## src/rtl/pipe_sched_pkg.sv

```systemverilog
// Shared definitions for the pipeline stage scheduler.
// Assumes a fixed five-stage order: fetch, decode, execute, memory, write-back.
package pipe_sched_pkg;

    localparam int NUM_STAGES = 5;
    localparam int ST_IF  = 0;
    localparam int ST_ID  = 1;
    localparam int ST_EX  = 2;
    localparam int ST_MEM = 3;
    localparam int ST_WB  = 4;

    // Owner of the single shared memory port.
    typedef enum logic [1:0] {
        PORT_IDLE  = 2'b00,
        PORT_FETCH = 2'b01,
        PORT_DATA  = 2'b10
    } port_sel_e;

    // Cycle in which instruction 0 enters a stage (cycle 1 follows start).
    function automatic int entry_cycle(input int stage);
        case (stage)
            ST_IF:   return 1;
            ST_ID:   return 2;
            ST_EX:   return 4;
            ST_MEM:  return 6;
            default: return 7;
        endcase
    endfunction

    // Number of cycles an instruction stays in a stage.
    function automatic int hold_cycles(input int stage);
        case (stage)
            ST_ID, ST_EX: return 2;
            default:      return 1;
        endcase
    endfunction

endpackage

```

## src/rtl/pipe_sched_ctrl.sv

```systemverilog
// Run controller: captures the instruction count on an accepted start,
// counts cycles of the run, counts issued fetches and flags the final cycle.
// Assumes a start is only taken while idle; the run ends in cycle 2n+5
// (or cycle 1 when n is zero).
module pipe_sched_ctrl #(
    parameter int CNT_W = 8,
    parameter int CYC_W = CNT_W + 2
) (
    input  logic             clk,
    input  logic             rst_n,
    input  logic             start,
    input  logic [CNT_W-1:0] instr_count,
    input  logic             fetch_fire,
    output logic             busy,
    output logic             launch,
    output logic [CYC_W-1:0] cyc,
    output logic [CNT_W-1:0] n_lat,
    output logic [CNT_W-1:0] issued,
    output logic             last
);

    localparam int TAIL = 5;

    logic [CYC_W-1:0] last_cyc;

    // Final cycle of the run: write-back of the last instruction.
    always_comb begin
        if (n_lat == '0)
            last_cyc = CYC_W'(1);
        else
            last_cyc = CYC_W'({n_lat, 1'b0}) + CYC_W'(TAIL);
    end

    // Start is honoured only when no run is in progress.
    always_comb launch = start && !busy;

    // Final-cycle flag of the current run.
    always_comb last = busy && (cyc == last_cyc);

    // Run state: busy flag, cycle counter, latched count, issued fetches.
    always_ff @(posedge clk) begin
        if (!rst_n) begin
            busy   <= 1'b0;
            cyc    <= '0;
            n_lat  <= '0;
            issued <= '0;
        end else if (launch) begin
            busy   <= 1'b1;
            cyc    <= CYC_W'(1);
            n_lat  <= instr_count;
            issued <= '0;
        end else if (busy) begin
            if (last) begin
                busy <= 1'b0;
                cyc  <= '0;
            end else begin
                cyc <= cyc + CYC_W'(1);
            end
            if (fetch_fire)
                issued <= issued + CNT_W'(1);
        end
    end

endmodule

```

## src/rtl/pipe_sched_stage.sv

```systemverilog
// One pipeline stage's occupancy decoder. From the run cycle it derives
// which instruction (if any) sits in the stage, given the cycle in which
// instruction 0 enters and how long each instruction stays.
// Assumes instructions enter every two cycles and HOLD is 1 or 2.
module pipe_sched_stage #(
    parameter int CNT_W = 8,
    parameter int CYC_W = CNT_W + 2,
    parameter int ENTRY = 1,
    parameter int HOLD  = 1
) (
    input  logic             busy,
    input  logic [CYC_W-1:0] cyc,
    input  logic [CNT_W-1:0] n_lat,
    input  logic             allow,
    output logic             valid,
    output logic [CNT_W-1:0] idx
);

    logic [CYC_W-1:0] rel;
    logic [CYC_W-2:0] slot;
    logic             started;
    logic             in_phase;

    // Position of the run relative to this stage's first occupancy.
    always_comb begin
        rel      = cyc - CYC_W'(ENTRY);
        slot     = rel[CYC_W-1:1];
        started  = (cyc >= CYC_W'(ENTRY));
        in_phase = (HOLD >= 2) || !rel[0];
    end

    // Occupancy and instruction index of this stage.
    always_comb begin
        valid = busy && started && in_phase && allow
                && (slot < {1'b0, n_lat});
        idx   = slot[CNT_W-1:0];
    end

endmodule

```

## src/rtl/pipe_sched_port.sv

```systemverilog
// Shared memory port arbiter and fetch address counter. Grants the port to
// fetch or to data access and advances the fetch address after each fetch.
// Assumes the stage decoders never request both clients in one cycle.
module pipe_sched_port #(
    parameter int PC_W = 11
) (
    input  logic            clk,
    input  logic            rst_n,
    input  logic            launch,
    input  logic            fetch_v,
    input  logic            data_v,
    output logic [1:0]      mem_sel,
    output logic            pc_inc,
    output logic [PC_W-1:0] pc
);

    import pipe_sched_pkg::*;

    port_sel_e sel;

    // Port owner for this cycle.
    always_comb begin
        if (fetch_v)
            sel = PORT_FETCH;
        else if (data_v)
            sel = PORT_DATA;
        else
            sel = PORT_IDLE;
        mem_sel = sel;
        pc_inc  = fetch_v;
    end

    // Fetch address: cleared at launch, advanced after each fetch.
    always_ff @(posedge clk) begin
        if (!rst_n)
            pc <= '0;
        else if (launch)
            pc <= '0;
        else if (fetch_v)
            pc <= pc + PC_W'(1);
    end

endmodule

```

## src/rtl/pipe_sched.sv

```systemverilog
// Top of the multi-cycle pipeline stage scheduler. Sequences n instructions
// through five stages with unequal residence times, with fetch every other
// cycle so fetch and data access never share the memory port.
// Assumes a synchronous active-low reset and a one-cycle start pulse.
module pipe_sched #(
    parameter int CNT_W = 8,
    parameter int PC_W  = 11
) (
    input  logic             clk,
    input  logic             rst_n,
    input  logic             start,
    input  logic [CNT_W-1:0] instr_count,
    output logic [4:0]       stage_valid,
    output logic [CNT_W-1:0] idx_if,
    output logic [CNT_W-1:0] idx_id,
    output logic [CNT_W-1:0] idx_ex,
    output logic [CNT_W-1:0] idx_mem,
    output logic [CNT_W-1:0] idx_wb,
    output logic [1:0]       mem_sel,
    output logic             pc_inc,
    output logic [PC_W-1:0]  fetch_pc,
    output logic             done
);

    import pipe_sched_pkg::*;

    localparam int CYC_W = CNT_W + 2;

    logic             busy;
    logic             launch;
    logic             last;
    logic [CYC_W-1:0] cyc;
    logic [CNT_W-1:0] n_lat;
    logic [CNT_W-1:0] issued;
    logic [NUM_STAGES-1:0] allow_v;
    logic [NUM_STAGES-1:0] valid_v;
    logic [CNT_W-1:0] stage_idx [NUM_STAGES];

    pipe_sched_ctrl #(
        .CNT_W(CNT_W),
        .CYC_W(CYC_W)
    ) u_ctrl (
        .clk        (clk),
        .rst_n      (rst_n),
        .start      (start),
        .instr_count(instr_count),
        .fetch_fire (valid_v[ST_IF]),
        .busy       (busy),
        .launch     (launch),
        .cyc        (cyc),
        .n_lat      (n_lat),
        .issued     (issued),
        .last       (last)
    );

    for (genvar s = 0; s < NUM_STAGES; s++) begin : g_stage
        if (s == ST_IF) begin : g_gate
            // Fetch is additionally gated by the issued-instruction count.
            assign allow_v[s] = (issued < n_lat);
        end else begin : g_open
            assign allow_v[s] = 1'b1;
        end

        pipe_sched_stage #(
            .CNT_W(CNT_W),
            .CYC_W(CYC_W),
            .ENTRY(entry_cycle(s)),
            .HOLD (hold_cycles(s))
        ) u_stage (
            .busy (busy),
            .cyc  (cyc),
            .n_lat(n_lat),
            .allow(allow_v[s]),
            .valid(valid_v[s]),
            .idx  (stage_idx[s])
        );
    end

    pipe_sched_port #(
        .PC_W(PC_W)
    ) u_port (
        .clk    (clk),
        .rst_n  (rst_n),
        .launch (launch),
        .fetch_v(valid_v[ST_IF]),
        .data_v (valid_v[ST_MEM]),
        .mem_sel(mem_sel),
        .pc_inc (pc_inc),
        .pc     (fetch_pc)
    );

    // Drive stage outputs from the per-stage decoders.
    always_comb begin
        stage_valid = valid_v;
        idx_if      = stage_idx[ST_IF];
        idx_id      = stage_idx[ST_ID];
        idx_ex      = stage_idx[ST_EX];
        idx_mem     = stage_idx[ST_MEM];
        idx_wb      = stage_idx[ST_WB];
        done        = last;
    end

endmodule

```

## config.mk

```make
export PLATFORM = sky130hd
export DESIGN_NAME = pipe_sched
export DESIGN_NICKNAME = d
export VERILOG_FILES = /design/src/rtl/pipe_sched_pkg.sv /design/src/rtl/pipe_sched_ctrl.sv /design/src/rtl/pipe_sched_stage.sv /design/src/rtl/pipe_sched_port.sv /design/src/rtl/pipe_sched.sv
export SDC_FILE = /design/constraint.sdc
export NUM_CORES = 1
export LEC_CHECK = 0
export BUFFER_PORTS_ARGS = -buffer_cell sky130_fd_sc_hd__buf_2
export CORE_ASPECT_RATIO = 1.1
export CORE_MARGIN = 2
export CORE_UTILIZATION = 57
export CTS_BUF_LIST = sky130_fd_sc_hd__clkbuf_4 sky130_fd_sc_hd__clkbuf_8 sky130_fd_sc_hd__clkbuf_16
export DETAILED_ROUTE_END_ITERATION = 10
export PLACE_DENSITY = 0.81
export SYNTH_ARGS = -nofsm -noshare
export SYNTH_HDL_FRONTEND = slang
export SYNTH_SLANG_ARGS = --single-unit
export TNS_END_PERCENT = 1
```

## constraint.sdc

```tcl
create_clock -name clk -period 4.55 [get_ports clk]
set_input_delay 0.6825 -clock clk [delete_from_list [all_inputs] [get_ports clk]]
set_output_delay 0.6825 -clock clk [all_outputs]
set_load 0.02 [all_outputs]
```

* Word-level counts from Yosys, hierarchy flattened
Index checks and enable logic that the tools add are counted.
** Operators by class
- Eq/ne operators :: 1
- Order comparisons :: 11
- Reduce and logical (&&, ||, !) cells :: 24
- Add/sub/neg operators :: 9
- Bitwise gates (word level) :: 1
- Multiplexer cells :: 9
** Operators with widths (number)
- $lt 9x8->1 :: 5
- $ge 10x3->1 const B :: 3
- $sub 10x3->10 const B :: 3
- $mux 10 :: 2
- $logic_and 1x1->1 :: 16
- $add 11x1->11 const B :: 1
- $add 10x1->10 const B :: 1
- $add 9x3->10 const B :: 1
- $eq 10x10->1 :: 1
- $ge 10x1->1 const B :: 1
- $ge 10x2->1 const B :: 1
- $sub 10x1->10 const B :: 1
- $sub 10x2->10 const B :: 1
- $add 8x1->8 const B :: 1
- $logic_not 8->1 :: 1
- $lt 8x8->1 :: 1
- $mux 1 :: 5
- $logic_not 1->1 :: 4
- $mux 2 :: 2
- $reduce_and 2->1 :: 1
- $reduce_bool 2->1 :: 1
- $reduce_or 2->1 :: 1
- $not 1->1 :: 1
** Word-level totals
- Output and inout bits :: 60
- Bits in registers :: 38
- Logic and storage cells :: 61

* Logic depth before layout (Yosys ltp)
Gate-level depths: netlist of run 1.
- Depth in word-level cells :: 7
- Gate-level depth with buffers :: 16
- Depth with buffers taken out :: 12

* Hierarchy
A second synthesis of run 1 with hierarchy kept.
** Second synthesis, totals
- Cells, all modules :: 483
- Area total of the unflattened synthesis :: 3906.2 sq um
** By module, submodules not included
- pipe_sched_ctrl :: cells an instance 166, area each 1473.9 sq um, instances 1
- pipe_sched_port :: cells an instance 59, area each 530.5 sq um, instances 1
- pipe_sched_stage (g_stage[4].u_stage) :: cells an instance 47, area each 357.8 sq um, instances 1
- pipe_sched_stage (g_stage[2].u_stage) :: cells an instance 46, area each 346.6 sq um, instances 1
- pipe_sched_stage (g_stage[0].u_stage) :: cells an instance 48, area each 345.3 sq um, instances 1
- pipe_sched_stage (g_stage[1].u_stage) :: cells an instance 47, area each 342.8 sq um, instances 1
- pipe_sched_stage (g_stage[3].u_stage) :: cells an instance 44, area each 329.1 sq um, instances 1
- pipe_sched :: cells an instance 26, area each 180.2 sq um, instances 1

* Worst setup path before layout of run 1
No wires, ideal clock.
- Path type :: reg2out
- Start :: register u_ctrl.cyc[2]
- End :: output mem_sel[0]
- Cell stages (with the launch flop) :: 15
- Path slack :: 0.025 ns
- Data arrival time :: 3.843 ns
- Required time :: 3.868 ns
- Path through :: dfxtp_1 > clkbuf_1 > inv_1 > ha_1 > a21boi_1 > nand2_1 > xnor2_1 > ha_1 > a211oi_1 > nand2_1 > a31oi_1 > o21ai_1 > buf_2 > nor2_1 > buf_4
** Between the ends
- Elaborated cells between the ends (all ways) :: 8
- Classes of those cells :: add/sub: 1; order compare: 2; mux: 1; reduce/logical: 4
** RTL lines
- start, declared :: RTL line pipe_sched_ctrl.sv:16 : output logic [CYC_W-1:0] cyc,
- start signal, assigned :: RTL line pipe_sched_ctrl.sv:57 : cyc <= cyc + CYC_W'(1);
- $sub 10x1->10 :: RTL line pipe_sched_stage.sv:26 : rel = cyc - CYC_W'(ENTRY);
- named net idx_if[6] :: RTL line pipe_sched.sv:14 : output logic [CNT_W-1:0] idx_if,
- $lt 9x8->1 :: RTL line pipe_sched_stage.sv:35 : && (slot < {1'b0, n_lat});
- $logic_and 1x1->1 :: RTL line pipe_sched_stage.sv:35
- named net pc_inc :: RTL line pipe_sched.sv:20 : output logic pc_inc,
- $mux 2 :: RTL line pipe_sched_port.sv:23 : if (fetch_v)
- end, declared :: RTL line pipe_sched.sv:19 : output logic [1:0] mem_sel,
The timed path passes the listed nets, and every way through them passes these cells.

* Final worst setup path of run 1
- Start :: register u_ctrl.cyc[2]
- End :: output stage_valid[0]
** Between the ends
- Longest elaborated chain between the ends :: 5
- Elaborated cells between the ends (all ways) :: 7
- Classes of those cells :: add/sub: 1; order compare: 2; reduce/logical: 4
** Ends and longest elaborated chain
- branches (longest 4 deep; another with $sub 10x1->10)
- $logic_and 1x1->1 * :: RTL line pipe_sched_stage.sv:35
- end, declared :: RTL line pipe_sched.sv:13 : output logic [4:0] stage_valid,
Every way passes the cells marked *.

==> out/summary.log, run 1 <==
[outcome] status completed
[synthesis] fraction of synthesis flops using an asynchronous set or reset pin 0%
[min_path] cell count of the worst hold path 2
[global_route] vias in the first global route 3,418
[timing] setup violators final 0
[timing] final setup skew 0.01105 ns
[global_route] GRT overflow 0
[timing] final worst path period share 93.67%
[clocking] Post-CTS Resized 0
[global_route] first-pass GRT wire length 16.79 mm
[clocking] clock insertion delay at the later pin of the skew report 0.30 ns
[synthesis] Top FF cell, synth dfxtp_1
[global_route] met2 routing resource usage after global routing 47.92%
[cells_and_area] number of fillers in the final layout 598
[floorplan] Placeable Area 6594 um2
[floorplan] initial core utilization 58.71%
[synthesis] most area-hungry cell type in the Yosys netlist dfxtp_1
[setup_path] FF-to-FF path depth 13
[placed_design] Buffers on Ports 70
[synthesis] Post-synth top cells 58 x ha_1, 53 x nand2_1, 38 x dfxtp_1
[power] peak ir drop on the vdd network 168.0 uV
[clocking] post-CTS setup buffer count 0
[setup_path] crit path capture type output port
[floorplan] die outline height 90.44 um
[detailed_routing] total vias in the final route 3,790
[detailed_routing] remaining design rule violation count 0
[floorplan] Die X-Extent 82.58 um
[floorplan] floorplan die area 7468 um2
[clocking] Worst-path clk slew 0.08 ns
[global_route] pin count of the biggest net entering global routing 28
[placed_design] detailed placer's ending HPWL 7.943 mm
[power] Final Total Pwr 844.1 uW
[synthesis] average size of a mapped cell 7.852 um2
[synthesis] most frequent cell after synthesis ha_1
[setup_path] Worst Setup Start Kind register
[min_path] type of the tightest min-delay check reg -> reg
[timing] summed negative setup slack over all endpoints 0 ns
[clocking] CTS tree built
[setup_path] data arrival at the endpoint of the critical path 3.58 ns
[timing] final hold viol count 0
[power] leakage 0.001804 uW
[floorplan] row count 31
[global_route] Tot GR Track Use 28.84%
[timing] Hold WS 0.4714 ns
[synthesis] Gate Count Post-Synth 493
[timing] unrepaired setup endpoints after global routing false
[cells_and_area] ANT cells 0
[detailed_routing] number of vias per cell 6.045
[detailed_routing] number of design-rule violations left by the first detailed-router iteration 307
[detailed_routing] number of optimization iterations in the first detailed-route pass 5
[global_route] initial antenna violation count 0
[clocking] level count of the clock H-tree 2
[synthesis] Post-Synthesis Net Count 562
[power] total power per unit cell area 196.1 nW/um2
[detailed_routing] residual antenna-violating net count after detailed routing 0
[synthesis] leading cell types by total area after synthesis dfxtp_1 20%, ha_1 19%, xnor2_1 5.9%, xor2_1 5.4%, nand2_1 5.1%
[timing] Rel. slew slack 46.26%
[cells_and_area] fin nets 613
[setup_path] peak fanout along the critical path 27
[synthesis] Yosys warning total 0
[run] Max-cap violations 0
[synthesis] area share of the leading cell type in the synthesized netlist 19.65%
[detailed_routing] detail-routed net length per standard cell 16.72 um
[placed_design] post-placement cell count 619
[floorplan] Ports 71
[cells_and_area] share of layout cells above drive strength 1 18.72%
[synthesis] sequential cell area fraction in the yosys report 19.65%
[clocking] total of hold buffers inserted after clock tree synthesis 0
[detailed_routing] Post-Route WL 10.48 mm
[synthesis] synthesis-stage register bit count 38
[global_route] met3 track utilization from global routing 4.400%
[cells_and_area] Post-Route Utilization 65.28%
[timing] transition at the pin with the smallest max-transition slack 0.8045 ns
[synthesis] cell area after technology mapping 3871 um2
[synthesis] number of enable-type register cells in the synthesized netlist 0
[global_route] GR Layer Usage met1 37.93%
[timing] min cycle time layout 4.262 ns
[timing] Max Clock Freq 234.6 MHz
[timing] max-slew violations 0
[global_route] most heavily used metal layer in global routing met2
[setup_path] type of the setup path with the least slack reg -> out
[setup_path] CP required 3.87 ns
[clocking] maximum root-to-sink buffer count 2
[clocking] number of buffers created by CTS 5
[placed_design] placer's final routability congestion estimate 0.9913
[synthesis] count of different cell masters after synthesis 50
[cells_and_area] filler-free cell count of the finished design 627
[clocking] clock root cell clkbuf_8
[clocking] # clock sinks 38
[cells_and_area] relative area change from synthesis to final layout 11.18%
critical path, stage by stage, from the launching register on:
cell	delay [ns]
dfxtp_1	0.48
inv_2	0.24
ha_1	0.26
nor3b_2	0.29
and2_1	0.31
nand2_1	0.10
xnor2_1	0.15
ha_1	0.19
or3_4	0.37
a31oi_4	0.19
nand3_4	0.26
nor2_2	0.25
buf_2	0.19
report_power, final:
part / internal [uW] / switching [uW] / total, uW
Combinational: 85.2 / 156 / 241
Clock: 122 / 128 / 250
Sequential: 339 / 14.5 / 353
Total: 546 / 298 / 844
worst paths after layout:
check | startpoint | end | slack, ns
worst min-delay path | u_port.pc[10] | u_port.pc[10] | 0.47
worst min register to register | u_port.pc[10] | u_port.pc[10] | 0.47
worst max register to register | u_ctrl.cyc[2] | u_ctrl.issued[6] | 0.69
worst max-delay path | u_ctrl.cyc[2] | stage_valid[0] | 0.29
layer usage:
layer	vias up	routed length (um)
met2	138	5020
li1	1858	-
met5	-	0
met3	23	651
met4	0	242
met1	1771	4567
metrics by stage:
step | worst slack [ns] | cell area [um2]
5_1_grt | 0.04190 | 4304
4_1_cts | 0.1344 | 4302
2_1_floorplan | 0.02451 | 3871
3_5_place_dp | 0.4827 | 4207
3_3_place_gp | 0.6706 | 4207
6_report | 0.2879 | 4304
cell families after synthesis:
| kind of cell | Yosys count | synth area share [%] |
|---|---|---|
| AND/OR/NAND/NOR | 185 | 24.50 |
| multiplexers | 2 | 0.5172 |
| AO/OA/AOI/OAI | 110 | 19.13 |
| XOR/XNOR | 50 | 11.31 |
| adder cells (fa/ha/maj) | 58 | 18.75 |
| flip-flops | 38 | 19.65 |
| buffers and inverters | 50 | 6.141 |
layout make-up:
class                           instances  area, um2  area share [%]
Timing Repair Buffer                   78      410.4           9.535
Sequential cell                        38      760.7           17.67
Clock inverter                          2      12.51          0.2907
Clock buffer                            6      82.58           1.919
Tap cell                               82      102.6           2.384
Multi-Input combinational cell        405       2875           66.80
Inverter                               16      60.06           1.395
cells in the final DEF, fill, tap and decap left out, drive strengths merged, types with 2 or more instances in the layout:
master / count
nor2: 36
nor3: 15
nor3b: 2
o31ai: 11
ha: 58
o21ai: 22
or4: 9
nor2b: 5
dfxtp: 38
a21oi: 31
a31o: 5
nand4: 8
nand2: 54
o2111ai: 2
clkbuf: 6
buf: 78
xor2: 24
inv: 16
mux2i: 2
and2: 6
nand3: 18
a31oi: 8
nand4b: 5
nor4: 3
a211oi: 3
a21boi: 11
a21o: 5
and3: 8
xnor2: 26
or3: 4
nand2b: 9
o211ai: 4
o21a: 6
flip-flops by register name (all words and copies together), names as in the netlist:
register	cells
u_ctrl.cyc	10
u_ctrl.issued	8
u_ctrl.busy	1
u_port.pc	11
u_ctrl.n_lat	8
No activity file was read; power rests on OpenSTA's default activity.
==> run 2, diff against run 1 <==
==> constraint.sdc (replaced) <==
create_clock -name clk -period 4.55 [get_ports clk]
set_input_delay 0.2275 -clock clk [delete_from_list [all_inputs] [get_ports clk]]
set_output_delay 0.2275 -clock clk [all_outputs]
set_load 0.02 [all_outputs]
==> run 2 against run 1 <==
Against the previous run: register-to-register slack better by 0.03 ns; count of clock-buffer cells in the layout down 1; combinational power about the same; worst hold slack worse by 0.31 ns; sequential share of layout area up 0.057 points; clock power up 20%; total power up 6.2%; cell area down 0.32%; cell count down 0.64%; sequential power about the same; non-clock buffer count down 4.
==> out/summary.log, run 2 (synthesis gave the netlist of run 1 again) <==
[timing] final setup skew 0.01000 ns
[cells_and_area] commonest cells after routing, fill and taps aside 70 x buf_2, 58 x ha_1, 53 x nand2_1
[global_route] initial antenna violation count 0
[timing] final worst path period share 92.45%
[clocking] maximum root-to-sink buffer count 2
[cells_and_area] largest registers ranked by flip-flop count u_port.pc (11), u_ctrl.cyc (10)
[cells_and_area] Reg area 760.7 um2
[detailed_routing] residual antenna-violating net count after detailed routing 0
[placed_design] placer's final routability congestion estimate 0.9650
[global_route] pin count of the biggest net entering global routing 28
[clocking] Post-CTS Resized 0
[clocking] clock root cell clkbuf_8
[clocking] post-CTS setup buffer count 0
[placed_design] Buffers on Ports 70
[detailed_routing] number of vias per cell 6.209
[min_path] type of the tightest min-delay check in -> reg
[clocking] Worst-path clk slew 0.08 ns
[detailed_routing] number of optimization iterations in the first detailed-route pass 9
[global_route] first-pass GRT wire length 17.32 mm
[timing] setup violators final 0
[clocking] # clock sinks 38
[clocking] level count of the clock H-tree 2
[timing] Rel. slew slack 47.74%
[clocking] total of hold buffers inserted after clock tree synthesis 0
[cells_and_area] share of layout cells above drive strength 1 17.56%
[timing] Max Clock Freq 237.7 MHz
[timing] summed negative setup slack over all endpoints 0 ns
[cells_and_area] number of flip-flops under the largest register name 11
[clocking] number of buffers created by CTS 5
[setup_path] CP required 4.32 ns
[global_route] GRT overflow 0
[run] Max-cap violations 0
[power] Final Total Pwr 896.4 uW
[clocking] CTS tree built
[floorplan] initial core utilization 58.71%
[setup_path] crit path capture type output port
[global_route] Tot GR Track Use 29.36%
[timing] transition at the pin with the smallest max-transition slack 0.7823 ns
[placed_design] detailed placer's ending HPWL 7.891 mm
[setup_path] peak fanout along the critical path 27
[floorplan] row count 31
[cells_and_area] leading cell type in the layout, fill and taps excluded buf_2
[power] peak ir drop on the vdd network 173.7 uV
[floorplan] floorplan die area 7468 um2
[cells_and_area] relative area change from synthesis to final layout 10.83%
[detailed_routing] remaining design rule violation count 0
[timing] min cycle time layout 4.206 ns
[floorplan] Placeable Area 6594 um2
[detailed_routing] total vias in the final route 3,868
[floorplan] Die X-Extent 82.58 um
[cells_and_area] Layout Cell Area excl Fill 4290 um2
[placed_design] instance area at placement 4177 um2
[detailed_routing] Post-Route WL 10.76 mm
[cells_and_area] register bank with the most flops u_port.pc
[floorplan] Ports 71
[timing] unrepaired setup endpoints after global routing false
[timing] max-slew violations 0
[detailed_routing] number of design-rule violations left by the first detailed-router iteration 282
[power] total power per unit cell area 208.9 nW/um2
[clocking] clock insertion delay at the later pin of the skew report 0.30 ns
[cells_and_area] fin nets 609
[detailed_routing] detail-routed net length per standard cell 17.28 um
[setup_path] Worst Setup Start Kind register
[cells_and_area] ANT cells 0
[global_route] vias in the first global route 3,732
[cells_and_area] area used by multi-input combinational logic 2873 um2
[setup_path] type of the setup path with the least slack reg -> out
[setup_path] data arrival at the endpoint of the critical path 3.98 ns
[floorplan] die outline height 90.44 um
[power] leakage 0.001785 uW
[outcome] status completed
[cells_and_area] number of fillers in the final layout 592
[timing] final hold viol count 0
==> run 2: cell count changes in the layout (fill, tap and decap cells not counted) <==
cell,previous run,this run
inv_2,2,0
bufinv_16,0,1
nor2_1,35,36
clkinv_2,1,0
clkinvlp_4,1,2
clkbuf_8,6,5
inv_1,14,16
nor2_2,1,0
buf_4,8,4
==> run 2: report_power, final <==
| group | switching (uW) | leakage, uW | internal [uW] |
|---|---|---|---|
| combinational | 158 | 0.00143 | 85.3 |
| clock | 136 | 0.0000504 | 163 |
| sequential | 15.6 | 0.000308 | 339 |
==> run 2: routing by layer <==
metal	vias up	track usage [%]	part of all wire (%)
li1	1845	-	-
met1	1808	37.53	43
met2	175	45.16	46
met3	40	6.000	6.8
met4	0	16.26	3.7
met5	-	0	0
==> run 2: cell type report <==
type,count,area share [%]
flip-flops and latches,38,17.73
inverters,16,1.400
clock inverters,3,1.050
repair buffers,74,8.866
multi-input cells,405,66.96
clock buffers,5,1.604
well taps,82,2.391
==> run 2: critical path, cell delays in order (launching register included) <==
cell	delay [ns]
dfxtp_1	0.46
inv_1	0.32
ha_1	0.30
nor3b_2	0.31
and2_1	0.33
nand2_1	0.10
xnor2_1	0.16
ha_1	0.23
or3_4	0.38
a31oi_4	0.18
nand3_4	0.25
nor2_1	0.41
buf_2	0.24
==> run 2: final timing paths <==
kind / startpoint / to / slack, ns / cells after the start
max: u_ctrl.cyc[3] / mem_sel[0] / 0.34 / 12
min: instr_count[4] / u_ctrl.n_lat[4] / 0.16 / 3
max reg2reg: u_ctrl.cyc[3] / u_ctrl.issued[6] / 0.72 / 12
min reg2reg: u_port.pc[10] / u_port.pc[10] / 0.47 / 2
==> run 2: per-stage QoR <==
step / util (%) / setup WS [ns] / instances / hold slack [ns]
5_1_grt: 65.07 / 0.03116 / 623 / 0.1669
4_1_cts: 65.07 / 0.3801 / 623 / 0.1663
3_5_place_dp: 63.34 / 0.7167 / 615 / 0.4631
3_3_place_gp: 63.34 / 0.9274 / 615 / 0.4519
6_report: 65.07 / 0.3437 / 623 / 0.1640
2_1_floorplan: - / 0.4795 / 493 / 0.3612
==> run 3, diff against run 2 <==
--- a/config.mk
+++ b/config.mk
@@ -12,6 +12,7 @@
 export CTS_BUF_LIST = sky130_fd_sc_hd__clkbuf_4 sky130_fd_sc_hd__clkbuf_8 sky130_fd_sc_hd__clkbuf_16
 export DETAILED_ROUTE_END_ITERATION = 10
 export PLACE_DENSITY = 0.81
+export RECOVER_POWER = 25
 export SYNTH_ARGS = -nofsm -noshare
 export SYNTH_HDL_FRONTEND = slang
 export SYNTH_SLANG_ARGS = --single-unit
==> run 3 against run 2 <==
Against the previous run: global-route usage is the same; clock power is essentially flat; setup slack improved by 0.0086 ns; worst hold slack improved by 0.0032 ns; sequential power about the same; non-clock buffer count did not move; maximum frequency rose by 0.21%; critical path type unchanged; highest routed layer unchanged.
==> out/summary.log, run 3 (synthesis gave the netlist of run 1 again) <==
[outcome] status completed
[floorplan] initial core utilization 58.71%
[power] peak ir drop on the vdd network 171.9 uV
[floorplan] floorplan die area 7468 um2
[cells_and_area] number of flip-flops under the largest register name 11
[clocking] Worst-path clk slew 0.08 ns
[cells_and_area] commonest cells after routing, fill and taps aside 58 x ha_1, 56 x buf_2, 54 x nand2_1
[detailed_routing] total vias in the final route 3,847
[cells_and_area] relative area change from synthesis to final layout 10.21%
[clocking] Post-CTS Resized 0
[power] sequential share of power 39.6%
[setup_path] peak fanout along the critical path 27
[global_route] Tot GR Track Use 29.36%
[setup_path] CP required 4.32 ns
[power] relative contribution of the clock network to total power 33.4%
[floorplan] die outline height 90.44 um
[timing] max-slew violations 0
[power] internal power summed over all cells 586.3 uW
[cells_and_area] share of layout cells above drive strength 1 14.60%
[timing] Max Clock Freq 238.2 MHz
[detailed_routing] number of vias per cell 6.175
[clocking] # clock sinks 38
[power] net load switching power 308.0 uW
[clocking] clock root cell clkbuf_8
[power] Net Sw Frac 34.44%
[global_route] vias in the first global route 3,732
[detailed_routing] residual antenna-violating net count after detailed routing 0
[floorplan] row count 31
[cells_and_area] leading cell type in the layout, fill and taps excluded ha_1
[global_route] pin count of the biggest net entering global routing 28
[clocking] level count of the clock H-tree 2
[placed_design] post-placement cell count 615
[setup_path] crit path capture type output port
[timing] final worst path period share 92.26%
[clocking] clock insertion delay at the later pin of the skew report 0.31 ns
[cells_and_area] ANT cells 0
[cells_and_area] largest registers ranked by flip-flop count u_port.pc (11), u_ctrl.cyc (10)
[placed_design] Buffers on Ports 70
[setup_path] worst reg-to-reg setup slack 0.72 ns
[clocking] number of buffers created by CTS 5
[clocking] total of hold buffers inserted after clock tree synthesis 0
[setup_path] destination of the worst register-to-register timing path u_ctrl.issued[6]
[min_path] cell count of the worst hold path 3
[setup_path] Worst Setup Start Kind register
[detailed_routing] number of design-rule violations left by the first detailed-router iteration 275
[clocking] maximum root-to-sink buffer count 2
[setup_path] type of the setup path with the least slack reg -> out
[timing] Rel. slew slack 47.03%
[cells_and_area] register bank with the most flops u_port.pc
[detailed_routing] Post-Route WL 10.72 mm
[timing] final setup skew 0.01015 ns
[floorplan] Die X-Extent 82.58 um
[clocking] post-CTS setup buffer count 0
[min_path] Min-Delay Endpoint u_ctrl.n_lat[4]
[floorplan] Ports 71
[global_route] initial antenna violation count 0
[min_path] type of the tightest min-delay check in -> reg
[setup_path] launch instance of the worst register-to-register path u_ctrl.cyc[2]
[clocking] CTS tree built
[cells_and_area] fin nets 609
[placed_design] detailed placer's ending HPWL 7.891 mm
[timing] transition at the pin with the smallest max-transition slack 0.7929 ns
[global_route] GRT overflow 0
[min_path] launch instance of the worst min-delay path instr_count[4]
[detailed_routing] detail-routed net length per standard cell 17.20 um
[timing] summed negative setup slack over all endpoints 0 ns
[detailed_routing] remaining design rule violation count 0
[floorplan] Placeable Area 6594 um2
[power] Combinational Power Share 27.0%
[placed_design] placer's final routability congestion estimate 0.9650
[timing] setup violators final 0
[global_route] first-pass GRT wire length 17.32 mm
[cells_and_area] number of fillers in the final layout 600
[setup_path] data arrival at the endpoint of the critical path 3.97 ns
[power] total power per unit cell area 209.6 nW/um2
[setup_path] FF-to-FF path depth 12
[run] Max-cap violations 0
[power] leakage 0.001728 uW
[timing] unrepaired setup endpoints after global routing false
[timing] final hold viol count 0
[detailed_routing] number of optimization iterations in the first detailed-route pass 5
[timing] min cycle time layout 4.198 ns
[cells_and_area] filler-free cell count of the finished design 623
## run 3: changes by cell type in the layout (fill, tap and decap cells not counted)
| cell | delta |
|---|---|
| clkbuf_1 | +15 |
| buf_2 | -14 |
| buf_4 | -1 |
| nand2_1 | +1 |
| nand2_2 | -1 |
## run 3: power by group through the flow
stage | Sequential, uW | Clock, uW | Combinational [uW]
after floorplan | 352 | 0 | 179
after global placement | 361 | 0 | 227
after detailed placement | 361 | 0 | 237
after CTS | 353 | 301 | 239
after global routing | 355 | 315 | 269
final | 354 | 299 | 242
## run 3: through the flow
step	cell area, um2	total power (uW)	hold slack, ns	utilization, %	worst slack (ns)
CTS	4290	894.2	0.1663	65.07	0.3801
floorplan	3871	530.7	0.3612	-	0.4795
global route	4267	939.3	0.1669	64.71	0.02811
detailed placement	4177	598.5	0.4631	63.34	0.7167
global placement	4177	587.2	0.4519	63.34	0.9274
finish	4267	894.2	0.1672	64.71	0.3523
## run 3: layout make-up
| type | instances | area [um2] | share of cell area, % |
|---|---|---|---|
| Multi-Input combinational cell | 405 | 2870 | 67.27 |
| Timing Repair Buffer | 74 | 359.1 | 8.416 |
| Sequential cell | 38 | 760.7 | 17.83 |
| Clock inverter | 3 | 45.04 | 1.056 |
| Inverter | 16 | 60.06 | 1.408 |
| Clock buffer | 5 | 68.82 | 1.613 |
| Tap cell | 82 | 102.6 | 2.405 |
## run 3: worst max path at each step
stage,endpoint,depth (start not counted),start,slack [ns]
finish,mem_sel[0],12,u_ctrl.cyc[2],0.35
global route,pc_inc,13,u_ctrl.cyc[2],0.03
CTS,mem_sel[0],12,u_ctrl.cyc[2],0.38
floorplan,mem_sel[0],14,u_ctrl.cyc[2],0.48
global placement,stage_valid[0],12,u_ctrl.cyc[2],0.93
detailed placement,mem_sel[0],12,u_ctrl.cyc[2],0.72
## run 3: per-layer routing
metal / global-route usage (%) / wire length (um) / up-vias / share of wire [%]
met5: 0 / 0 / - / 0
met4: 16.26 / 369 / 0 / 3.4
met3: 6.000 / 741 / 32 / 6.9
met2: 45.16 / 5015 / 155 / 47
met1: 37.53 / 4590 / 1811 / 43
li1: - / - / 1849 / -
## run 3: worst max-delay path: stages (launching register included)
cell	delay (ns)
dfxtp_1	0.47
inv_1	0.32
ha_1	0.29
nor3b_2	0.31
and2_1	0.33
nand2_1	0.10
xnor2_1	0.16
ha_1	0.22
or3_4	0.37
a31oi_4	0.18
nand3_4	0.25
nor2_1	0.41
buf_2	0.24
